==> config.mk <==
export PLATFORM = sky130hd
export DESIGN_NAME = bc_msg_seq
export DESIGN_NICKNAME = d
export VERILOG_FILES = /design/src/rtl/bc_seq_pkg.sv /design/src/rtl/bc_resp_timer.sv /design/src/rtl/bc_status_chk.sv /design/src/rtl/bc_msg_seq.sv
export SDC_FILE = /design/constraint.sdc
export NUM_CORES = 1
export LEC_CHECK = 0
export BUFFER_PORTS_ARGS = -buffer_cell sky130_fd_sc_hd__buf_4
export CAP_MARGIN = 20
export CORE_MARGIN = 3
export CORE_UTILIZATION = 50
export DETAILED_ROUTE_END_ITERATION = 16
export PLACE_DENSITY = 0.82
export SLEW_MARGIN = 10
export SYNTH_ARGS = -nofsm -noshare
export SYNTH_HDL_FRONTEND = slang
export SYNTH_SLANG_ARGS = --single-unit
==> constraint.sdc <==
create_clock -name clk -period 2.6 [get_ports clk]
set_input_delay 0.39 -clock clk [delete_from_list [all_inputs] [get_ports clk]]
set_output_delay 0.39 -clock clk [all_outputs]
set_load 0.005 [all_outputs]
==> src/rtl/bc_seq_pkg.sv <==
package bc_seq_pkg;
  localparam int WORD_W = 16;
  localparam int CNT_W = 6;
  // control word bit positions
  localparam int CTL_CHAN_A = 7;
  localparam int CTL_MCODE = 2;
  localparam int CTL_BCAST = 1;
  localparam int CTL_RTRT = 0;
  // command word transmit/receive bit
  localparam int CMD_TR = 10;

  typedef enum logic [3:0] {
    S_IDLE, S_RD_CTL, S_RD_CMD, S_TX_CMD, S_RD_DAT, S_TX_DAT, S_ECHO,
    S_WR_LOOP, S_WAIT_ST, S_WR_ST, S_WAIT_DAT, S_WR_DAT, S_DONE
  } seq_state_t;

  function automatic logic [CNT_W-1:0] data_count(input logic [4:0] wc, input logic mcode);
    if (mcode) data_count = {{(CNT_W-1){1'b0}}, wc[4]};
    else if (wc == 5'd0) data_count = CNT_W'(32);
    else data_count = {1'b0, wc};
  endfunction
endpackage

==> src/rtl/bc_resp_timer.sv <==
module bc_resp_timer #(
  parameter int LIMIT = 168
) (
  input  logic clk,
  input  logic rst,
  input  logic en,
  output logic expired
);
  localparam int CW = $clog2(LIMIT + 1);
  localparam logic [CW-1:0] LAST = CW'(LIMIT - 1);

  logic [CW-1:0] cnt;

  assign expired = en && (cnt == LAST);

  always_ff @(posedge clk) begin
    if (rst || !en) cnt <= '0;
    else if (!expired) cnt <= cnt + 1'b1;
  end

  // a wait that reaches the limit must not keep counting past it
  assert_tmo_window_R10: assert property (@(posedge clk) disable iff (rst)
    expired |=> !(en && cnt == '0 && $past(en)) || !en);
endmodule

==> src/rtl/bc_status_chk.sv <==
module bc_status_chk (
  input  logic        clk,
  input  logic        rst,
  input  logic        clr,
  input  logic        chk_vld,
  input  logic [15:0] word,
  input  logic [4:0]  exp_addr,
  output logic        stat_err
);
  always_ff @(posedge clk) begin
    if (rst || clr) stat_err <= 1'b0;
    else if (chk_vld && word[15:11] != exp_addr) stat_err <= 1'b1;
  end

  assert_stat_sticky_R9: assert property (@(posedge clk) disable iff (rst)
    stat_err && !clr |=> stat_err);
endmodule

==> src/rtl/bc_msg_seq.sv <==
module bc_msg_seq
  import bc_seq_pkg::*;
#(
  parameter int ADDR_W = 6,
  parameter int TMO_CYC = 168
) (
  input  logic              clk,
  input  logic              rst,
  input  logic              start_n,
  output logic              mem_req,
  output logic              mem_we,
  output logic [ADDR_W-1:0] mem_addr,
  output logic [15:0]       mem_wdata,
  input  logic              mem_ack,
  input  logic [15:0]       mem_rdata,
  output logic              tx_vld,
  output logic [15:0]       tx_data,
  input  logic              tx_rdy,
  input  logic              rx_vld,
  input  logic [15:0]       rx_data,
  output logic              chan_a,
  output logic              chan_vld,
  output logic              som,
  output logic              eom,
  output logic              msg_err,
  output logic              stat_err,
  output logic              tmo_err
);
  seq_state_t st;
  logic start_q, go;
  logic c_rtrt, c_bcast, c_mode;
  logic [WORD_W-1:0] cmd1, cmd2, last_tx;
  logic idx;
  logic [CNT_W-1:0] cnt, ndata;
  logic waiting, expired, rx_msg, st_chk;
  logic [4:0] exp_st_addr;

  assign go = start_q && !start_n && st == S_IDLE;
  assign rx_msg = !c_rtrt && !cmd1[CMD_TR];
  assign ndata = data_count(c_rtrt ? cmd2[4:0] : cmd1[4:0], c_mode);
  assign exp_st_addr = (c_rtrt && !idx) ? cmd2[15:11] : cmd1[15:11];
  assign waiting = (st == S_ECHO) || (st == S_WAIT_ST) || (st == S_WAIT_DAT);
  assign st_chk = (st == S_WAIT_ST) && rx_vld;

  assign mem_req = st inside {S_RD_CTL, S_RD_CMD, S_RD_DAT, S_WR_LOOP, S_WR_ST, S_WR_DAT};
  assign mem_we  = st inside {S_WR_LOOP, S_WR_ST, S_WR_DAT};
  assign tx_vld  = st inside {S_TX_CMD, S_TX_DAT};

  bc_resp_timer #(.LIMIT(TMO_CYC)) u_timer (
    .clk(clk), .rst(rst), .en(waiting && !rx_vld), .expired(expired));

  bc_status_chk u_stchk (
    .clk(clk), .rst(rst), .clr(go), .chk_vld(st_chk), .word(rx_data),
    .exp_addr(exp_st_addr), .stat_err(stat_err));

  always_ff @(posedge clk) begin
    if (rst) begin
      st <= S_IDLE; start_q <= 1'b1;
      c_rtrt <= 1'b0; c_bcast <= 1'b0; c_mode <= 1'b0;
      cmd1 <= '0; cmd2 <= '0; last_tx <= '0; tx_data <= '0; mem_wdata <= '0;
      mem_addr <= '0; idx <= 1'b0; cnt <= '0;
      chan_a <= 1'b0; chan_vld <= 1'b0; som <= 1'b0; eom <= 1'b0;
      msg_err <= 1'b0; tmo_err <= 1'b0;
    end else begin
      start_q <= start_n;
      som <= 1'b0;
      eom <= 1'b0;
      if (mem_req && mem_ack) mem_addr <= mem_addr + 1'b1;
      case (st)
        S_IDLE: if (go) begin
          som <= 1'b1; mem_addr <= '0; msg_err <= 1'b0; tmo_err <= 1'b0;
          idx <= 1'b0; st <= S_RD_CTL;
        end
        S_RD_CTL: if (mem_ack) begin
          c_rtrt <= mem_rdata[CTL_RTRT]; c_bcast <= mem_rdata[CTL_BCAST];
          c_mode <= mem_rdata[CTL_MCODE];
          chan_a <= mem_rdata[CTL_CHAN_A];
          st <= S_RD_CMD;
        end
        S_RD_CMD: if (mem_ack) begin
          cnt <= '0;
          if (!idx) begin
            cmd1 <= mem_rdata; chan_vld <= 1'b1;
          end else begin
            cmd2 <= mem_rdata;
          end
          if (c_rtrt && !idx) idx <= 1'b1;
          else begin
            idx <= 1'b0;
            tx_data <= idx ? cmd1 : mem_rdata;
            st <= S_TX_CMD;
          end
        end
        S_TX_CMD: if (tx_rdy) begin
          last_tx <= tx_data;
          if (c_rtrt && !idx) begin
            idx <= 1'b1; tx_data <= cmd2;
          end else if (rx_msg && ndata != '0) st <= S_RD_DAT;
          else st <= S_ECHO;
        end
        S_RD_DAT: if (mem_ack) begin
          tx_data <= mem_rdata; st <= S_TX_DAT;
        end
        S_TX_DAT: if (tx_rdy) begin
          last_tx <= tx_data;
          cnt <= cnt + 1'b1;
          st <= (cnt + 6'd1 == ndata) ? S_ECHO : S_RD_DAT;
        end
        S_ECHO: if (rx_vld) begin
          if (rx_data != last_tx) msg_err <= 1'b1;
          mem_wdata <= rx_data; st <= S_WR_LOOP;
        end else if (expired) begin
          tmo_err <= 1'b1; st <= S_DONE;
        end
        S_WR_LOOP: if (mem_ack) begin
          idx <= 1'b0; cnt <= '0;
          st <= c_bcast ? S_DONE : S_WAIT_ST;
        end
        S_WAIT_ST: if (rx_vld) begin
          mem_wdata <= rx_data; st <= S_WR_ST;
        end else if (expired) begin
          tmo_err <= 1'b1; st <= S_DONE;
        end
        S_WR_ST: if (mem_ack) begin
          if (rx_msg || idx) st <= S_DONE;
          else if (ndata != '0) st <= S_WAIT_DAT;
          else if (c_rtrt) begin
            idx <= 1'b1; st <= S_WAIT_ST;
          end else st <= S_DONE;
        end
        S_WAIT_DAT: if (rx_vld) begin
          mem_wdata <= rx_data; cnt <= cnt + 1'b1; st <= S_WR_DAT;
        end else if (expired) begin
          tmo_err <= 1'b1; st <= S_DONE;
        end
        S_WR_DAT: if (mem_ack) begin
          if (cnt != ndata) st <= S_WAIT_DAT;
          else if (c_rtrt) begin
            idx <= 1'b1; st <= S_WAIT_ST;
          end else st <= S_DONE;
        end
        S_DONE: begin
          eom <= 1'b1; chan_vld <= 1'b0; chan_a <= 1'b0; st <= S_IDLE;
        end
        default: st <= S_IDLE;
      endcase
    end
  end

  assert_som_eom_R1: assert property (@(posedge clk) disable iff (rst) !(som && eom));
  assert_eom_chan_R3: assert property (@(posedge clk) disable iff (rst) eom |-> !chan_vld && !chan_a);
  assert_req_hold_R12: assert property (@(posedge clk) disable iff (rst)
    mem_req && !mem_ack |=> mem_req && $stable(mem_addr) && $stable(mem_we) && $stable(mem_wdata));
  assert_tx_hold_R13: assert property (@(posedge clk) disable iff (rst)
    tx_vld && !tx_rdy |=> tx_vld && $stable(tx_data));
  assert_tmo_end_R10: assert property (@(posedge clk) disable iff (rst)
    $rose(tmo_err) |=> eom);
endmodule

* Word level (Yosys, flattened, before mapping)
Cells that the tools add are included.
** Operators by class
- Mux-type cells :: 67
- $add $sub $neg :: 3
- Reductions and logical operators :: 51
- Bitwise logic cells :: 1
- Equal/unequal tests :: 39
** Operators with widths (number)
- 16-bit two-way mux :: 6
- 4-bit two-way mux :: 16
- 6-bit two-way mux :: 8
- 16-bit one-hot mux with 3 select lines :: 1
- 4-bit one-hot mux with 12 select lines :: 1
- 2-bit inequality test, second input constant :: 18
- 11-bit AND reduction :: 2
- 1-bit two-way mux :: 21
- 4-bit equality test, second input constant :: 5
- 6-bit one-hot mux with 3 select lines :: 1
- 6-bit nonzero test :: 3
- 4-bit by 3-bit equality test with 1-bit output, second input constant :: 4
- 16-bit inequality test :: 1
- 6-bit by 1-bit adder with 6-bit output, second input constant :: 2
- 3-bit two-way mux :: 4
- 4-bit AND reduction :: 3
- 1-bit logical AND :: 10
- 5-bit two-way mux :: 2
- 2-bit AND reduction :: 5
- 2-bit nonzero test :: 5
- 3-bit nonzero test :: 3
- 8-bit by 1-bit adder with 8-bit output, second input constant :: 1
- 4-bit by 2-bit equality test with 1-bit output, second input constant :: 2
- 8-bit equality test, second input constant :: 1
- 17 further kinds :: 36
** Storage, ports and cells
- Output and inout bits :: 48
- Register bits after elaboration :: 116
- Bits of input ports :: 38

* Logic depth before layout (Yosys ltp)
Gate-level depths: netlist of run 1.
- Word-level depth :: 10
- Mapped depth :: 9

* Cells and area by module
A second synthesis of run 1 with hierarchy kept.
** Second synthesis, totals
- Cell total of the unflattened synthesis :: 740
- Area, all modules :: 5820.6 um2
** Modules (own cells, without submodules)
- bc_msg_seq :: times used 1, area each 5328.9 um2, seq. area each 2142.1 um2, cells an instance 683
- bc_resp_timer :: times used 1, area each 404.1 um2, seq. area each 160.2 um2, cells an instance 47
- bc_status_chk :: times used 1, area each 87.6 um2, seq. area each 20.0 um2, cells an instance 10

* Least setup slack after synthesis of run 1
No wires, ideal clock.
- Kind :: reg2reg
- Start point :: reg u_timer.cnt[0]
- End point :: reg st[1]
- Arrival :: 1.911 ns
- Stages on the path, launching flop included :: 8
- Setup slack :: 0.553 ns
- Path through :: dfxtp_1 ha_1 nand4b_1 or4b_1 nor2_1 maj3_1 o221a_1 a311oi_1
** Between the ends
- Longest elaborated chain between the ends :: 5
- Elaborated cells on any way between the ends :: 7
** RTL lines
- start: declaration :: RTL line bc_resp_timer.sv:12 : logic [CW-1:0] cnt;
- start signal: assignment :: RTL line bc_resp_timer.sv:18 : else if (!expired) cnt <= cnt + 1'b1;
- 8-bit equality test (*) :: RTL line bc_resp_timer.sv:14 : assign expired = en && (cnt == LAST);
- 1-bit logical AND (*) :: RTL line bc_resp_timer.sv:14
- 4-bit two-way mux (*)
- 4-bit two-way mux (on tied branches)
- 4-bit one-hot mux with 12 select lines (*)
- end signal: assignment :: RTL line bc_msg_seq.sv:107 : st <= (cnt + 6'd1 == ndata) ? S_ECHO : S_RD_DAT;
- end signal: assignment :: RTL line bc_msg_seq.sv:117 : st <= c_bcast ? S_DONE : S_WAIT_ST;
- end: declaration :: RTL line bc_msg_seq.sv:29 : seq_state_t st;
Mark *: on every way between the ends. The rest lies on a longest branch, timed or not.
A chain may end at the register's enable or synchronous reset.

* Worst setup path after layout of run 1
- Start point :: reg st[1]
- End point :: out mem_req
** Between the ends
- Longest elaborated chain between the ends :: 2
- Elaborated cells on any way between the ends :: 7
** RTL lines
- 4-bit by 1-bit equality test with 1-bit output, or another cell as far along :: RTL line bc_msg_seq.sv:45 : assign mem_req = st inside {S_RD_CTL, S_RD_CMD, S_RD_DAT, S_WR_LOOP, S_WR_ST, S_WR_DAT};
- 6-bit nonzero test (*) :: RTL line bc_msg_seq.sv:45
- end: declaration :: RTL line bc_msg_seq.sv:10 : output logic mem_req,
Marks and branches as above.

==> results.sh, run 1 <==
export IMPL_postCtsHoldBufs=0
export IMPL_rsz0062_at_grt="false"
export IMPL_pin_count=86
export IMPL_yosys_warnings=0
export IMPL_synth_compound_area_share=0.1816
export IMPL_port_buffers=85
export IMPL_overflow=0
export IMPL_yosysTopAreaCell="dfxtp_1"
export IMPL_yosys_mux_area_fraction=0.09050
export IMPL_setup_tns_ns=0
export IMPL_critical_path_class="reg -> out"
export IMPL_status="finished, final reports clean"
export IMPL_post_cts_buffers=0
export IMPL_slew_violations=0
export IMPL_yosys_top_cells_area="dfxtp_1 40%, mux2i_1 8.0%, nor2_1 6.5%, nand2_1 4.6%, a21oi_1 4.5%"
export IMPL_dp_hpwl_mm=11.43
export IMPL_worst_path_max_fanout=10
export IMPL_synth_cell_area_sq_um=5848
export IMPL_cts_inserted_buffers=17
export IMPL_first_global_vias=5326
export IMPL_ys_seq_area_frac=0.3971
export IMPL_crit_arrival_ns=2.00
export IMPL_end_kind="primary output"
export IMPL_relSlewSlack=0.5092
export IMPL_p_clk_frac=0.373
export IMPL_synth_xor_area_share=0.06290
export IMPL_clock_latency_ns=0.42
export IMPL_die_y_um=114.2
export IMPL_synthFlopType="dfxtp_1"
export IMPL_wl_per_cell_um=17.83
export IMPL_root_buffer="clkbuf_16"
export IMPL_dieWidth_um=114.2
export IMPL_yosys_area_top_type_share=0.3971
export IMPL_drcViolationCount=0
export IMPL_finalHoldViolCount=0
export IMPL_synth_top_family_by_area="simple AND/OR/NAND/NOR gates"
export IMPL_cts_tree="built"
export IMPL_cts_resized=0
export IMPL_nFillCells=936
export IMPL_rows=38
export IMPL_syn_to_final_growth_pct=23.75
export IMPL_ys_ff_latch=116
export IMPL_tightest_slew_ns=0.7362
export IMPL_clk_pin_slew_worst_paths_ns=0.06
export IMPL_wl_mm=16.25
export IMPL_p_int_mw=4.566
export IMPL_cp_start_kind="register"
export IMPL_grt_antenna_before_repair=0
export IMPL_synthAdderAreaFrac=0.008130
export IMPL_cts_sinks=116
export IMPL_synth_fp_nets=726
export IMPL_hold_class="in -> reg"
export IMPL_p_leak_nw=2.980
export IMPL_clockBufferDepth=2
export IMPL_final_nets=799
export IMPL_period_minus_slack_ns=2.394
export IMPL_p_switching_mw=2.207
export IMPL_viasPerCell=6.000
export IMPL_synth_most_common_cell="dfxtp_1"
export IMPL_grt_max_degree=54
export IMPL_drv_cap=0
export IMPL_grt_usage=0.2545
export IMPL_p_comb_frac=0.296
export IMPL_drt_iter0_drc=573
export IMPL_drive_gt1_frac=0.2179
export IMPL_fin_skew_ns=0.006937
export IMPL_switching_share=0.3259
export IMPL_htreeDepth=4
export IMPL_n_antenna_cell=0
export IMPL_pre_cts_ws_ns=0.3318
export IMPL_syn_inst=685
export IMPL_synth_cell_type_count=66
export IMPL_synth_edff_count=0
export IMPL_dieArea_sq_um=13030
export IMPL_coreArea_sq_um=11130
export IMPL_cp_startpoint="st[1]"
export IMPL_fmax_mhz=417.7
export IMPL_period_share=0.9209
export IMPL_power_mw=6.773
export IMPL_setup_ws_ns=0.2057
export IMPL_setup_violations=0
export IMPL_gp_congestion=0.9252
export IMPL_synth_common_cells="116 x dfxtp_1, 102 x nor2_1, 71 x nand2_1"
export IMPL_p_seq_frac=0.330
export IMPL_grt_pass1_wl_mm=26.43
export IMPL_drtAntennaViolNets=0
export IMPL_ir_worst_vdd_v=0.0006603
export IMPL_cp_data_required_time_ns=2.21
export IMPL_avgSynthCellArea_sq_um=8.537
export IMPL_min_from="start_n"
export IMPL_initial_core_util=0.5256
export IMPL_dr_pass1_iters=6
export IMPL_synthArstFlopShare=0
export IMPL_cellPowerDensity_nw_per_um2=935.9
export IMPL_fin_util=0.6505
export IMPL_synth_simple_area_share=0.2125
export IMPL_worstReg2RegStart="st[3]"
export IMPL_vias=5466
## routing by layer
layer	routed length (um)	up-vias	track usage
met5	0	-	0
met4	322	0	0.09580
met3	1337	30	0.07347
met2	7857	233	0.4091
met1	6729	2596	0.3243
li1	-	2607	-
## placed cells by master (no fill, tap or decap), types with 14 or more instances in the layout
master and n:
nand2_1 71, clkbuf_16 17, a211oi_2 14, buf_4 102, a21oi_1 53, nand3_1 29, dfxtp_1 116, mux2i_1 47
nor2_1 102, xor2_1 17, a222oi_1 16, xnor2_1 25
## worst paths after layout
check	slack, ns	endpoint	cells past startpoint
max	0.21	mem_req	5
min	0.18	start_q	2
max reg2reg	0.23	st[1]	6
min reg2reg	0.46	mem_wdata[4]	2
## kinds of logic after synthesis
| family | Yosys count |
|---|---|
| xor+xnor | 42 |
| buf+inv | 61 |
| fa+ha+maj | 4 |
| compound gates | 141 |
| mux | 52 |
| flops | 116 |
| simple gates | 269 |
## cell type report
type | count | area, sq um | area share
clock buffers | 21 | 470.5 | 0.06501
clock inverters | 11 | 172.7 | 0.02386
inverters | 11 | 41.29 | 0.005705
multi-input cells | 508 | 3249 | 0.4490
flip-flops and latches | 116 | 2322 | 0.3209
well taps | 140 | 175.2 | 0.02420
repair buffers | 104 | 805.8 | 0.1113
## metrics by stage
step / hold WS [ns] / instance area [sq um] / instances
final: 0.1768 / 7237 / 911
after global routing: 0.1715 / 7237 / 911
after CTS: 0.1683 / 7237 / 911
after detailed placement: 0.4485 / 6594 / 879
after global placement: 0.4456 / 6594 / 879
after floorplan: 0.4421 / 5848 / 685
## power by group through the flow
stage	sequential, mW	clock [mW]	combinational (mW)
finish	2.24	2.53	2.01
global route	2.26	2.65	2.20
CTS	2.23	2.55	1.99
detailed placement	2.26	0	1.98
global placement	2.26	0	1.92
floorplan	2.17	0	1.40
## critical path, stage by stage (launching register included)
cell	delay [ns]
dfxtp_1	0.56
nor2b_1	0.35
buf_4	0.19
nor2_1	0.05
or2_2	0.29
buf_4	0.14
## flip-flops by register name, indices dropped and copies added, names as in the netlist
name and cells:
cmd1 16, chan_a 1, c_mode 1, c_bcast 1, cnt 6, chan_vld 1
tmo_err 1, u_stchk.stat_err 1, msg_err 1, last_tx 16, st 4, mem_wdata 16
eom 1, som 1, start_q 1, u_timer.cnt 8, mem_addr 6, cmd2 16
idx 1, c_rtrt 1, tx_data 16
(Power assumes the default switching activity.)
==> run 2, diff against run 1 <==
--- a/config.mk
+++ b/config.mk
@@ -11,6 +11,7 @@
 export CORE_UTILIZATION = 50
 export DETAILED_ROUTE_END_ITERATION = 16
 export PLACE_DENSITY = 0.82
+export REMOVE_ABC_BUFFERS = 1
 export SLEW_MARGIN = 10
 export SYNTH_ARGS = -nofsm -noshare
 export SYNTH_HDL_FRONTEND = slang
==> run 2 against run 1 <==
- non-clock buffer count up 3
- die area unchanged
- clock skew up 0.0056 ns
- via count down 0.70%
- flip-flop and latch count unchanged
- critical path type is now reg -> reg
- critical endpoint is now st[1]
==> results.sh, run 2 (same netlist as run 1, synthesis figures left out) <==
export IMPL_period_share=0.9098
export IMPL_min_from="start_n"
export IMPL_clk_pin_slew_worst_paths_ns=0.05
export IMPL_cts_tree="built"
export IMPL_port_buffers=85
export IMPL_fmax_mhz=422.7
export IMPL_wl_mm=15.68
export IMPL_status="finished, final reports clean"
export IMPL_first_global_vias=5074
export IMPL_p_switching_mw=2.161
export IMPL_clock_latency_ns=0.42
export IMPL_grt_max_degree=77
export IMPL_gp_congestion=0.9547
export IMPL_tightest_slew_ns=0.7060
export IMPL_drive_gt1_frac=0.2140
export IMPL_final_common_cell="dfxtp_1"
export IMPL_coreArea_sq_um=11130
export IMPL_pin_count=86
export IMPL_cp_data_required_time_ns=2.93
export IMPL_hold_slack_ns=0.1734
export IMPL_p_seq_frac=0.353
export IMPL_cts_inserted_buffers=17
export IMPL_drcViolationCount=0
export IMPL_syn_to_final_growth_pct=22.27
export IMPL_dpl_cell_count=882
export IMPL_htreeDepth=4
export IMPL_dieWidth_um=114.2
export IMPL_p_clk_frac=0.330
export IMPL_critical_path_class="reg -> reg"
export IMPL_post_cts_buffers=0
export IMPL_cp_startpoint="c_rtrt"
export IMPL_wl_per_cell_um=17.21
export IMPL_n_antenna_cell=0
export IMPL_p_comb_frac=0.318
export IMPL_final_cell_mix="116 x dfxtp_1, 105 x buf_4, 102 x nor2_1, 71 x nand2_1, 53 x a21oi_1"
export IMPL_period_minus_slack_ns=2.366
export IMPL_grt_usage=0.2402
export IMPL_final_nets=802
export IMPL_nFillCells=889
export IMPL_slew_violations=0
export IMPL_crit_arrival_ns=2.69
export IMPL_hold_class="in -> reg"
export IMPL_grt_pass1_wl_mm=25.07
export IMPL_rows=38
export IMPL_relSlewSlack=0.5293
export IMPL_switching_share=0.3359
export IMPL_clockBufferDepth=2
export IMPL_drv_cap=0
export IMPL_ff_latch_area_sq_um=2322
export IMPL_p_leak_nw=2.944
export IMPL_setup_violations=0
export IMPL_cts_resized=0
export IMPL_overflow=0
export IMPL_vias=5428
export IMPL_drtAntennaViolNets=0
export IMPL_rsz0062_at_grt="false"
export IMPL_root_buffer="clkbuf_16"
export IMPL_dp_hpwl_mm=10.97
export IMPL_dr_pass1_iters=7
export IMPL_p_int_mw=4.273
export IMPL_finalHoldViolCount=0
export IMPL_initial_core_util=0.5256
export IMPL_die_y_um=114.2
export IMPL_end_kind="register"
export IMPL_cts_sinks=116
export IMPL_worstReg2RegStart="c_rtrt"
export IMPL_cellPowerDensity_nw_per_um2=899.8
export IMPL_grt_antenna_before_repair=0
export IMPL_viasPerCell=5.958
export IMPL_dieArea_sq_um=13030
export IMPL_ir_worst_vdd_v=0.0005668
export IMPL_layout_cells_non_filler=911
export IMPL_cp_start_kind="register"
export IMPL_fin_skew_ns=0.01257
export IMPL_worst_path_max_fanout=16
export IMPL_multi_input_area_sq_um=3249
export IMPL_postCtsHoldBufs=0
export IMPL_drt_iter0_drc=657
run 2: power by group through the flow:
stage	logic, mW	clock network (mW)	registers, mW
5_1_grt	2.22	2.23	2.29
3_3_place_gp	1.96	0	2.28
3_5_place_dp	2.00	0	2.29
4_1_cts	2.03	2.14	2.26
2_1_floorplan	1.16	0	2.27
6_report	2.04	2.12	2.27
run 2: final cells by class:
class	instances	share of cell area
clock buffers	24	0.06737
clock inverters	5	0.007349
inverters	11	0.005774
multi-input cells	508	0.4544
flip-flops and latches	116	0.3248
well taps	140	0.02450
repair buffers	107	0.1158
run 2: critical path, cell delays in order, from the launching register on:
cell and delay (ns):
dfxtp_1 0.70, mux2i_1 0.51, a21oi_1 0.21, or3_1 0.38, o211ai_1 0.08, nand4_1 0.12
a311oi_1 0.27
run 2: final timing paths:
check | to | slack [ns] | depth (start not counted)
worst min-delay path | start_q | 0.17 | 2
worst max register to register | st[1] | 0.23 | 6
worst max-delay path | st[1] | 0.23 | 6
worst min register to register | mem_wdata[1] | 0.45 | 2
run 2: stage by stage:
stage	cell area (sq um)	util	setup TNS [ns]	total power [mW]	setup WS (ns)
floorplan	5613	-	-6.982	3.429	-0.4593
detailed placement	6616	0.5947	0	4.292	0.2702
CTS	7151	0.6427	0	6.425	0.2504
global placement	6616	0.5947	0	4.243	0.4137
finish	7151	0.6427	0	6.434	0.2344
global route	7151	0.6427	0	6.741	0.03529
run 2: metal layers:
metal  vias up  global-route usage  share of wire
li1       2593                   -              -
met1      2577              0.3096           0.44
met2       241              0.3868           0.48
met3        17             0.07452          0.069
met4         0             0.07284          0.013
met5         -                   0              0
==> run 3, diff against run 2 <==
==> constraint.sdc (replaced) <==
create_clock -name clk -period 2.2 [get_ports clk]
set_input_delay 0.33 -clock clk [delete_from_list [all_inputs] [get_ports clk]]
set_output_delay 0.33 -clock clk [all_outputs]
set_load 0.005 [all_outputs]
==> run 3 against run 2 <==
- global-route usage increased by 0.75 points
- largest power group is now the clock network
- first-iteration DRC count decreased by 9.9%
- critical path type is now reg -> out
- worst hold slack got worse by 0.058 ns
- critical endpoint is now mem_req
- non-clock buffer count increased by 10
- count of clock-buffer cells in the layout decreased by 5
- worst setup slack got worse by 0.17 ns
==> results.sh, run 3 (same netlist as run 1, synthesis figures left out) <==
export IMPL_status="finished, final reports clean"
export IMPL_viasPerCell=5.962
export IMPL_fin_skew_ns=0.01091
export IMPL_cts_inserted_buffers=17
export IMPL_worst_path_max_delay_cell="dfxtp_2"
export IMPL_hold_slack_ns=0.1158
export IMPL_end_kind="primary output"
export IMPL_worstReg2RegStart="u_timer.cnt[1]"
export IMPL_grt_usage=0.2476
export IMPL_grt_antenna_before_repair=0
export IMPL_setup_violations=0
export IMPL_port_buffers=85
export IMPL_fmax_mhz=467.6
export IMPL_min_from="start_n"
export IMPL_coreArea_sq_um=11130
export IMPL_period_share=0.9720
export IMPL_drive_gt1_frac=0.2490
export IMPL_n_antenna_cell=0
export IMPL_cp_start_kind="register"
export IMPL_htreeDepth=4
export IMPL_clock_latency_ns=0.42
export IMPL_root_buffer="clkbuf_16"
export IMPL_cts_tree="built"
export IMPL_rows=38
export IMPL_drv_cap=0
export IMPL_clockBufferDepth=2
export IMPL_regToRegSetupSlack_ns=0.11
export IMPL_r2r_end="st[1]"
export IMPL_dr_pass1_iters=6
export IMPL_first_global_vias=5338
export IMPL_tightest_slew_ns=0.7356
export IMPL_pin_count=86
export IMPL_clk_pin_slew_worst_paths_ns=0.05
export IMPL_crit_arrival_ns=1.81
export IMPL_dieWidth_um=114.2
export IMPL_final_cell_mix="115 x buf_4, 110 x dfxtp_1, 101 x nor2_1, 71 x nand2_1, 53 x a21oi_1"
export IMPL_post_cts_buffers=0
export IMPL_p_leak_nw=3.021
export IMPL_overflow=0
export IMPL_dp_hpwl_mm=11.22
export IMPL_final_common_cell="buf_4"
export IMPL_cp_data_required_time_ns=1.87
export IMPL_syn_to_final_growth_pct=25.74
export IMPL_grt_pass1_wl_mm=25.74
export IMPL_dieArea_sq_um=13030
export IMPL_period_minus_slack_ns=2.139
export IMPL_drtAntennaViolNets=0
export IMPL_slew_violations=0
export IMPL_worst_path_max_fanout=9
export IMPL_die_y_um=114.2
export IMPL_whs_endpoint="start_q"
export IMPL_finalHoldViolCount=0
export IMPL_cellPowerDensity_nw_per_um2=1083
export IMPL_setup_tns_ns=0
export IMPL_gp_congestion=0.9267
export IMPL_slowest_delay_ns=0.37
export IMPL_fin_util=0.6609
export IMPL_cts_sinks=116
export IMPL_critical_path_class="reg -> out"
export IMPL_ir_worst_vdd_v=0.001080
export IMPL_wl_mm=15.99
export IMPL_final_nets=812
export IMPL_holdPathStages=2
export IMPL_hold_class="in -> reg"
export IMPL_nFillCells=877
export IMPL_vias=5503
export IMPL_initial_core_util=0.5256
export IMPL_drt_iter0_drc=592
export IMPL_grt_max_degree=55
export IMPL_wl_per_cell_um=17.32
export IMPL_cp_common_cell="buf_4"
export IMPL_path_cells="buf_4, buf_4, a21boi_2, a211oi_2, or2_2, buf_4"
export IMPL_reg2regPathDepth=7
export IMPL_relSlewSlack=0.5096
export IMPL_drcViolationCount=0
run 3: changes by cell type in the layout (fill, tap and decap cells not counted), moves of 2 or more:
cell	change
buf_4	+10
clkinvlp_4	+3
dfxtp_1	-6
clkinv_4	+2
clkbuf_1	-4
dfxtp_2	+6
run 3: routing by layer:
metal,GRT usage,vias to the layer above,wire [um]
met5,0,-,0
met4,0.1045,0,359
met3,0.07400,32,1249
met2,0.3954,237,7640
met1,0.3117,2616,6736
li1,-,2618,-
run 3: area by class of cell:
class | instances | area, sq um | share of cell area
clock inverters | 12 | 131.4 | 0.01787
flip-flops and latches | 116 | 2330 | 0.3168
clock buffers | 19 | 452.9 | 0.06160
inverters | 11 | 41.29 | 0.005615
well taps | 140 | 175.2 | 0.02382
multi-input cells | 508 | 3319 | 0.4514
repair buffers | 117 | 903.4 | 0.1229
run 3: per-stage QoR:
step	worst slack, ns	power (mW)	instance area (sq um)	cells
final	0.06150	7.967	7353	923
after global routing	-0.01847	8.349	7353	923
after CTS	-0.03503	7.854	7278	923
after detailed placement	0.05143	5.148	6691	892
after global placement	0.1164	5.050	6691	892
after floorplan	-0.8593	4.053	5613	635
run 3: worst max path at each step:
stage / startpoint / to / slack (ns) / cells after the start
after floorplan: st[2] / tx_data[10] / -0.86 / 4
after global placement: u_timer.cnt[0] / st[1] / 0.12 / 7
after detailed placement: u_timer.cnt[0] / st[1] / 0.05 / 7
after CTS: st[0] / tx_vld / -0.04 / 5
after global routing: st[2] / mem_req / -0.02 / 6
final: st[2] / mem_req / 0.06 / 6
run 3: what timing repair did:
| action | CTS | global route |
|---|---|---|
| resized for setup | 2 | 17 |
| cloned | 0 | 0 |
| setup endpoints to repair | 2 | 7 |
| pin swaps | 0 | 0 |
| hold buffers | 0 | 0 |
run 3: worst max-delay path, delay by kind of cell (launching register included):
kind | cells | cell delay [ns]
simple gates | 1 | 0.29
buf+inv | 3 | 0.49
compound gates | 2 | 0.24
flops | 1 | 0.37
run 3: power breakdown:
group	internal, mW	switching [mW]
combinational	1.18	1.40
clock	1.72	0.993
sequential	2.35	0.329
